--- config.mk ---
export PLATFORM = sky130hd
export DESIGN_NAME = pin_irq_capture
export DESIGN_NICKNAME = d
export VERILOG_FILES = /design/src/rtl/pin_irq_capture.sv
export SDC_FILE = /design/constraint.sdc
export NUM_CORES = 1
export LEC_CHECK = 0
export CAP_MARGIN = 20
export CORE_UTILIZATION = 50
export DETAILED_ROUTE_END_ITERATION = 6
export PLACE_DENSITY = 0.87
export SETUP_SLACK_MARGIN = 0.3
export SLEW_MARGIN = 15
export SYNTH_ARGS = -nofsm -noshare
export SYNTH_HDL_FRONTEND = slang
export SYNTH_SLANG_ARGS = --single-unit
export TNS_END_PERCENT = 20
--- constraint.sdc ---
create_clock -name clk -period 2.45 [get_ports clk]
set_input_delay 0.49 -clock clk [delete_from_list [all_inputs] [get_ports clk]]
set_output_delay 0.49 -clock clk [all_outputs]
set_load 0.03 [all_outputs]
--- src/rtl/pin_irq_capture.sv ---
module pin_irq_capture #(
  parameter int NPINS = 7
) (
  input  logic             clk,
  input  logic             rst_n,
  input  logic [NPINS-1:0] pin_i,
  input  logic             mc_tick_i,
  input  logic             pol_we_i,
  input  logic [NPINS-1:0] pol_wdata_i,
  input  logic             en_we_i,
  input  logic [NPINS-1:0] en_wdata_i,
  input  logic [NPINS-1:0] flag_clr_i,
  input  logic             pd_i,
  output logic [NPINS-1:0] irq_o,
  output logic             wake_o
);

  logic [NPINS-1:0] sync1_q, sync2_q;
  logic [NPINS-1:0] pol_q, en_q, held_q, flag_q;
  logic [NPINS-1:0] active, set_hit, en_next;

  assign active  = sync2_q ^ pol_q;
  assign set_hit = {NPINS{mc_tick_i}} & held_q & active & en_q;
  assign en_next = en_we_i ? en_wdata_i : en_q;

  always_ff @(posedge clk or negedge rst_n) begin
    if (!rst_n) begin
      sync1_q <= '0;
      sync2_q <= '0;
      pol_q   <= '0;
      en_q    <= '0;
      held_q  <= '0;
      flag_q  <= '0;
    end else begin
      sync1_q <= pin_i;
      sync2_q <= sync1_q;
      if (pol_we_i) pol_q <= pol_wdata_i;
      en_q    <= en_next;
      held_q  <= mc_tick_i ? active : (held_q & active);
      flag_q  <= ((flag_q & ~flag_clr_i) | set_hit) & en_next;
    end
  end

  assign irq_o  = flag_q;
  assign wake_o = pd_i & |(en_q & active);

  a_r9_rise_on_tick: assert property (@(posedge clk) disable iff (!rst_n)
    ((irq_o & ~$past(irq_o)) != '0) |-> $past(mc_tick_i));

  a_r4_rise_needs_enable: assert property (@(posedge clk) disable iff (!rst_n)
    (irq_o & ~$past(irq_o) & ~$past(en_q)) == '0);

  a_r5_fall_needs_cause: assert property (@(posedge clk) disable iff (!rst_n)
    ((~irq_o & $past(irq_o)) != '0) |-> ($past(en_we_i) || ($past(flag_clr_i) != '0)));

  a_r7_disable_clears: assert property (@(posedge clk) disable iff (!rst_n)
    en_we_i |=> ((irq_o & ~$past(en_wdata_i)) == '0));

  a_r8_wake_needs_enable: assert property (@(posedge clk) disable iff (!rst_n)
    wake_o |-> (en_q != '0));

endmodule

* Word-level counts from Yosys, hierarchy flattened
Cells that the tools add are included.
** Word-level totals
- Flip-flop bits (word level) :: 42
- Bits of input ports :: 34
- Output and inout port bits :: 8
- Word-level logic and storage cells :: 20
** Operators by class
- Muxes and demuxes :: 2
- Bitwise gates (word level) :: 11
- Reduce and logical (&&, ||, !) cells :: 1
** Operator list (count)
- 7-bit AND :: 7
- 7-bit two-way mux :: 2
- 7-bit NOT :: 1
- 7-bit bitwise OR :: 1
- 7-bit OR reduction :: 1
- 7-bit bitwise XOR :: 1
- 1-bit AND :: 1

* Longest topological paths before layout
Gate-level depths: netlist of the first run.
- Depth after elaboration :: 5
- Depth in mapped cells :: 3
- Gate-level depth less buffers :: 3

* Worst setup path after synthesis of the first run
Ideal clock, no wire load.
- Kind :: register to output
- Start point :: reg pol_q[2]
- End point :: out wake_o
- Data arrival time :: 1272 ps
- Slack :: 688 ps
- Stages on the path, launching flop included :: 4
- Path buffers :: 0
- Path through :: dfrtp_1 xor2_1 a22oi_1 a31oi_1
** Between the ends
- Cells in the longest elaborated chain, start to end :: 4
** RTL lines
- from (decl) :: RTL line 19 : logic [NPINS-1:0] pol_q, en_q, held_q, flag_q;
- from (signal assigned) :: RTL line 37 : if (pol_we_i) pol_q <= pol_wdata_i;
- 7-bit bitwise XOR :: RTL line 22 : assign active = sync2_q ^ pol_q;
- 7-bit AND :: RTL line 45 : assign wake_o = pd_i & |(en_q & active);
- 7-bit OR reduction :: RTL line 45
- 1-bit AND :: RTL line 45
- to (decl) :: RTL line 15 : output logic wake_o
Every way passes these cells.

* Worst setup path in the final report of the first run
- Start point :: reg sync2_q[5]
- End point :: out wake_o
** Between the ends
- Cells in the longest elaborated chain, start to end :: 4
** RTL lines
- from (decl) :: RTL line 18 : logic [NPINS-1:0] sync1_q, sync2_q;
- from (signal assigned) :: RTL line 36 : sync2_q <= sync1_q;
- 7-bit bitwise XOR :: RTL line 22
- 7-bit AND :: RTL line 45
- 7-bit OR reduction :: RTL line 45
- 1-bit AND :: RTL line 45
Every way passes these cells.

==> metrics.md, run 1 <==
| Metric | Value |
|---|---|
| GRT Resource Usage Total | 18.18% |
| Drt pass-1 iters | 6 |
| Wire length on met2 | 1247 um |
| Die width | 57.05 um |
| Post-synthesis sequential area ratio | 69.36% |
| Max-cap viol count | 0 |
| Die Ht | 57.05 um |
| Clock transition at path regs | 0.11 ns |
| First-pass GRT wire length | 4319 um |
| Synth Warn # | 0 |
| Post-Route WL | 2519 um |
| Commonest non-fill, non-tap cell in the layout | dfrtp_1 |
| CP endpoint kind | primary output |
| Leak Pwr | 0.8506 nW |
| Maximum fanout along the worst path | 3 |
| Setup CP Type | reg2out |
| Tmin final | 2.080 ns |
| Core ar. | 2805 um2 |
| Clock Tree Root | clkbuf_4 |
| DR WL/cell | 14.23 um |
| Fin Setup TNS | 0 ns |
| Layout net count | 179 |
| Post-route ant nets | 0 |
| Setup WS post-layout | 0.3699 ns |
| Cell Int Power | 997.7 uW |
| VDD IR max | 0.3897 mV |
| Via/cell ratio | 5.373 |
| Yosys cell types | 13 |
| Net Count, Synth | 133 |
| Flops & latches, synth | 42 |
| H-tree levels | 2 |
| Status | finished, violations left |
| Vias in the first global route | 972 |
| Via Count | 951 |
| CTS buffer count | 5 |
| Worst Path Arrival | 1.59 ns |
| CTS tree | done |
| Synth Cell Area | 1515 um2 |
| Final Util | 71.81% |
| Ant. Diodes | 0 |
| Finished Cell Area | 2014 um2 |
| Clk sinks | 42 |
| Wire length on met3 | 165 um |
| Combinational share of power | 14.1% |
| Number of antenna violations at the first check in global routing | 0 |
| Unrepaired setup endpoints after global routing | yes |
| Highest-count cells in the layout ignoring fill and taps | dfrtp_1, clkdlybuf4s50_1, mux2_2 |
| Pwr Density | 650.6 nW/um2 |
| Worst Hold Class | in2async |
| Area Overhead vs Synth | 32.95% |
| Port-buffer cells | 41 |
| Fill cells | 202 |
| Startpoint Class | register |
| Placed instance area | 1942 um2 |
| Layout cells sized above 1 | 17.12% |
| Critical path required time | 1.96 ns |
| Reg2reg path depth | 3 |
| Final setup viols | 0 |
| Max Freq | 0.4807 GHz |
| Sequential share of power | 59.9% |
| CTS max path bufs | 2 |
| DP Worst Slack | 0.1534 ns |
| Switching Fraction | 23.88% |
| Syn_area_per_cell | 15.31 um2 |
| Total grt overflow | 0 |
| Least-Margin Pin Slew | 0.8689 ns |
| Initial core utilization | 54.01% |
| Largest net degree at the start of global routing | 43 |
| Final hold violations | 0 |
| Worst relative slew slack | 42.07% |
| Placement row count | 19 |
| Slew Limit Fails | 0 |
| Initial DRC Count | 26 |
| M1 WL | 1049 um |
| Worst-Skew Late Latency | 0.34 ns |
| DPL Wire Length | 1877 um |
| Post-Syn Instances | 99 |
| P_sw | 313.0 uW |
| Die Footprint | 3255 um2 |
| # hold bufs at CTS | 0 |
| Gpl congestion | 0.7670 |
| Final Non-Filler Cells | 177 |
| Post-route clock period utilization | 84.90% |
| Placed cell count | 168 |
| Clock skew | 0.003240 ns |
| Top routing layer used | met4 |
| Clock power frac | 26.1% |
| I/O pin cnt | 42 |
| Violated checks | DRC |
| DRC | 6 |
power by group through the flow:
stage / registers (mW) / clock network [mW] / logic (mW)
6_report: 0.785 / 0.342 / 0.184
5_1_grt: 0.791 / 0.387 / 0.201
4_1_cts: 0.784 / 0.357 / 0.182
3_5_place_dp: 0.797 / 0 / 0.183
3_3_place_gp: 0.793 / 0 / 0.177
2_1_floorplan: 0.796 / 0 / 0.0852
registers in the layout, summed over array words and instances (netlist names):
| register | flops |
|---|---|
| sync2_q | 7 |
| en_q | 7 |
| held_q | 7 |
| sync1_q | 7 |
| pol_q | 7 |
| irq_o | 7 |
cell families (layout without fill, tap and decap cells):
| kind of cell | after synthesis | in the layout | synth area share (%) |
|---|---|---|---|
| compound gates | 18 | 18 | 9.001 |
| flops | 42 | 42 | 69.36 |
| simple gates | 14 | 14 | 5.780 |
| buf+inv | 4 | 51 | 1.404 |
| mux | 14 | 14 | 10.40 |
| xor+xnor | 7 | 7 | 4.046 |
worst max-delay path: stages, from the launching register on:
cell and delay [ns]:
dfrtp_1 0.41, xor2_2 0.19, a222oi_1 0.33, a31oi_1 0.12, buf_4 0.18
layer usage:
layer  global-route usage (%)  up-vias
li1                         -      443
met1                    21.58      473
met2                    29.58       27
met3                    6.349        8
met4                    9.059        0
met5                        0        -
what timing repair did:
item,CTS,global route
gates resized for setup,6,2
setup buffers,0,1
endpoints found under the setup margin,1,1
pin swaps,0,3
per-stage QoR:
| stage | power, mW | hold slack [ns] |
|---|---|---|
| 2_1_floorplan | 0.8817 | 0.1944 |
| 3_3_place_gp | 0.9702 | 0.3323 |
| 3_5_place_dp | 0.9802 | 0.3347 |
| 4_1_cts | 1.323 | 0.2699 |
| 5_1_grt | 1.379 | 0.3053 |
| 6_report | 1.311 | 0.2520 |
cell usage after synthesis (all sizes together):
cell type / n / area (um2)
xor2: 7 / 61.31
inv: 1 / 3.750
a22oi: 2 / 15.01
a222oi: 1 / 10.01
a31oi: 1 / 6.260
mux2: 14 / 157.7
buf: 3 / 17.52
o21a: 7 / 52.55
nand2b: 7 / 43.79
nand4: 7 / 43.79
dfrtp: 42 / 1051
a21boi: 7 / 52.55
path summary, 6_finish.rpt:
path | slack, ns | from | end
max in group asynchronous | 1.66 | rst_n | sync1_q[6]
min in group clk | 0.36 | sync1_q[6] | sync2_q[6]
max reg2reg | 1.34 | pol_q[1] | irq_o[1]
min reg2reg | 0.36 | sync1_q[6] | sync2_q[6]
min | 0.25 | rst_n | sync1_q[2]
max | 0.37 | sync2_q[5] | wake_o
layout make-up:
cell class / instances / area, um2 / area share, %
clock inverter: 1 / 5.005 / 0.2484
tap: 31 / 38.79 / 1.925
clock buffer: 7 / 55.05 / 2.733
sequential: 42 / 1051 / 52.17
multi-input combinational: 53 / 450.4 / 22.36
timing repair buffer: 42 / 410.4 / 20.37
inverter: 1 / 3.754 / 0.1863
No activity file was read; power rests on OpenSTA's default activity.
==> run 2: changes to the inputs <==
--- a/config.mk
+++ b/config.mk
@@ -6,9 +6,9 @@
 export NUM_CORES = 1
 export LEC_CHECK = 0
 export CAP_MARGIN = 20
-export CORE_UTILIZATION = 50
+export CORE_UTILIZATION = 42
 export DETAILED_ROUTE_END_ITERATION = 6
-export PLACE_DENSITY = 0.87
+export PLACE_DENSITY = 0.78
 export SETUP_SLACK_MARGIN = 0.3
 export SLEW_MARGIN = 15
 export SYNTH_ARGS = -nofsm -noshare
==> constraint.sdc (replaced) <==
create_clock -name clk -period 1.9 [get_ports clk]
set_input_delay 0.38 -clock clk [delete_from_list [all_inputs] [get_ports clk]]
set_output_delay 0.38 -clock clk [all_outputs]
set_load 0.03 [all_outputs]
==> metrics.md, run 2 (same netlist as run 1, synthesis figures left out) <==
| Metric | Value |
|---|---|
| Pwr Density | 816.4 nW/um2 (was 650.6 nW/um2) |
| Worst Path Arrival | 1.64 ns (was 1.59 ns) |
| Reg2reg path depth | 4 (was 3) |
| Worst R2R Setup Slack | 0.75 ns (was 1.34 ns) |
| Multi-input gate area | 456.7 um2 (was 450.4 um2) |
| CTS buffer count | 5 (unchanged) |
| Die Footprint | 3852 um2 (was 3255 um2) |
| Slew Limit Fails | 0 (unchanged) |
| Clock Tree Root | clkbuf_4 (unchanged) |
| Final hold violations | 0 (unchanged) |
| Vias in the first global route | 948 (was 972) |
| Unrepaired setup endpoints after global routing | yes (unchanged) |
| Clk sinks | 42 (unchanged) |
| H-tree levels | 2 (unchanged) |
| DPL Wire Length | 1957 um (was 1877 um) |
| Total grt overflow | 0 (unchanged) |
| Layout cells sized above 1 | 18.92% (was 17.12%) |
| Hold Path Stages | 0 |
| VDD IR max | 0.5102 mV (was 0.3897 mV) |
| Fin Setup TNS | -0.1173 ns (was 0 ns) |
| GRT Resource Usage Total | 14.94% (was 18.18%) |
| Drt pass-1 iters | 4 (was 6) |
| Via Count | 945 (was 951) |
| Post-route ant nets | 0 (unchanged) |
| Die Ht | 62.07 um (was 57.05 um) |
| Placement row count | 21 (was 19) |
| Post-Route WL | 2521 um (was 2519 um) |
| Maximum fanout along the worst path | 2 (was 3) |
| Max-cap viol count | 0 (unchanged) |
| WHS Endpoint | sync2_q[6] |
| Initial DRC Count | 21 (was 26) |
| Max Freq | 0.4957 GHz |
| CTS tree | done (unchanged) |
| Storage element area | 1051 um2 (unchanged) |
| Die width | 62.07 um (was 57.05 um) |
| Startpoint Class | register (unchanged) |
| DR WL/cell | 12.99 um (was 14.23 um) |
| Worst R2R Start | sync2_q[5] (was pol_q[1]) |
| Layout net count | 181 (was 179) |
| Placed instance area | 1972 um2 (was 1942 um2) |
| Worst Hold Class | reg2reg (was in2async) |
| Final setup viols | 1 (was 0) |
| Tmin final | 2.017 ns |
| Violated checks | setup timing (was DRC) |
| Power Total | 1.674 mW (was 1.311 mW) |
| Worst relative slew slack | 64.48% (was 42.07%) |
| Finished Cell Area | 2051 um2 (was 2014 um2) |
| Area Overhead vs Synth | 35.34% (was 32.95%) |
| Critical path required time | 1.52 ns (was 1.96 ns) |
| Least-Margin Pin Slew | 0.5328 ns (was 0.8689 ns) |
| CTS max path bufs | 2 (unchanged) |
| Post-route clock period utilization | 106.2% |
| Core ar. | 3390 um2 (was 2805 um2) |
| Highest-count cells in the layout ignoring fill and taps | dfrtp_1, clkdlybuf4s50_1, mux2_2 (unchanged) |
| Clock skew | 0.01050 ns (was 0.003240 ns) |
| Worst setup path start | sync2_q[5] (unchanged) |
| CP endpoint kind | primary output (unchanged) |
| Ant. Diodes | 0 (unchanged) |
| Clock transition at path regs | 0.12 ns (was 0.11 ns) |
| Fill cells | 275 (was 202) |
| Port-buffer cells | 41 (unchanged) |
| Worst Hold Launch | sync1_q[6] |
| Worst-Skew Late Latency | 0.34 ns (about the same) |
| Number of antenna violations at the first check in global routing | 0 (unchanged) |
| Setup CP Type | reg2out (unchanged) |
| Via/cell ratio | 4.871 (was 5.373) |
| Status | finished, violations left (unchanged) |
| Largest net degree at the start of global routing | 26 (was 43) |
| Gpl congestion | 0.7174 (was 0.7670) |
| Leak Pwr | 0.8899 nW (was 0.8506 nW) |
| I/O pin cnt | 42 (unchanged) |
| Commonest non-fill, non-tap cell in the layout | dfrtp_1 (unchanged) |
| Setup WS post-layout | -0.1173 ns (was 0.3699 ns) |
| First-pass GRT wire length | 3912 um (was 4319 um) |
| DRC | 0 (was 6) |
| Initial core utilization | 44.70% (was 54.01%) |
| Min Hold Slack | 0.3632 ns (was 0.2520 ns) |
| FF-to-FF End | irq_o[5] (was irq_o[1]) |
run 2: changes by cell type in the layout (fill, tap and decap cells not counted), sizes merged:
cell | before | now
buf | 3 | 4
dlygate4sd3 | 0 | 1
dlygate4sd2 | 0 | 7
clkbuf | 7 | 5
clkdlybuf4s50 | 39 | 32
clkinv | 1 | 2
clkinvlp | 0 | 1
run 2: power by group:
group	switching, mW	leakage (nW)	total [mW]	internal (mW)
Sequential	0.0454	0.511	1.01	0.967
Combinational	0.0999	0.347	0.242	0.142
Clock	0.276	0.0312	0.420	0.144
Total	0.422	0.890	1.67	1.25
run 2: how the worst max path moves through the flow:
stage	depth (start not counted)	slack, ns	endpoint
global route	4	-0.20	wake_o
global placement	3	0.22	irq_o[2]
floorplan	3	0.37	wake_o
CTS	4	-0.15	wake_o
detailed placement	3	0.15	irq_o[5]
finish	4	-0.12	wake_o
run 2: cell type report:
class | instances | share of cell area (%)
Clock inverter | 3 | 1.037
Tap cell | 46 | 2.807
Timing Repair Buffer | 44 | 20.62
Sequential cell | 42 | 51.25
Multi-Input combinational cell | 53 | 22.27
Inverter | 1 | 0.1830
Clock buffer | 5 | 1.830
run 2: routing by layer:
layer,routed length [um],global-route usage (%),up-vias
li1,-,-,446
met1,1040,16.46,463
met2,1309,25.38,32
met3,139,5.797,4
met4,32,6.984,0
met5,0,0,-
run 2: per-stage QoR:
stage / cells / util, % / worst slack (ns)
2_1_floorplan: 99 / - / 0.3690
3_3_place_gp: 184 / 58.18 / 0.2184
3_5_place_dp: 184 / 58.18 / 0.1538
4_1_cts: 194 / 60.50 / -0.1505
5_1_grt: 194 / 60.50 / -0.2006
6_report: 194 / 60.50 / -0.1173
run 2: worst max-delay path, cell delays in order, from the launching register on:
cell and delay, ns:
dfrtp_1 0.42, xor2_2 0.19, a222oi_1 0.37, a31oi_2 0.15, buf_6 0.16
run 2: repair_timing:
action	4_1_cts	5_1_grt
pin swaps	3	0
resized for setup	9	0
hold endpoints to repair	13	0
endpoints found under the setup margin	8	1
buffers inserted	1	0
hold buffers	1	0
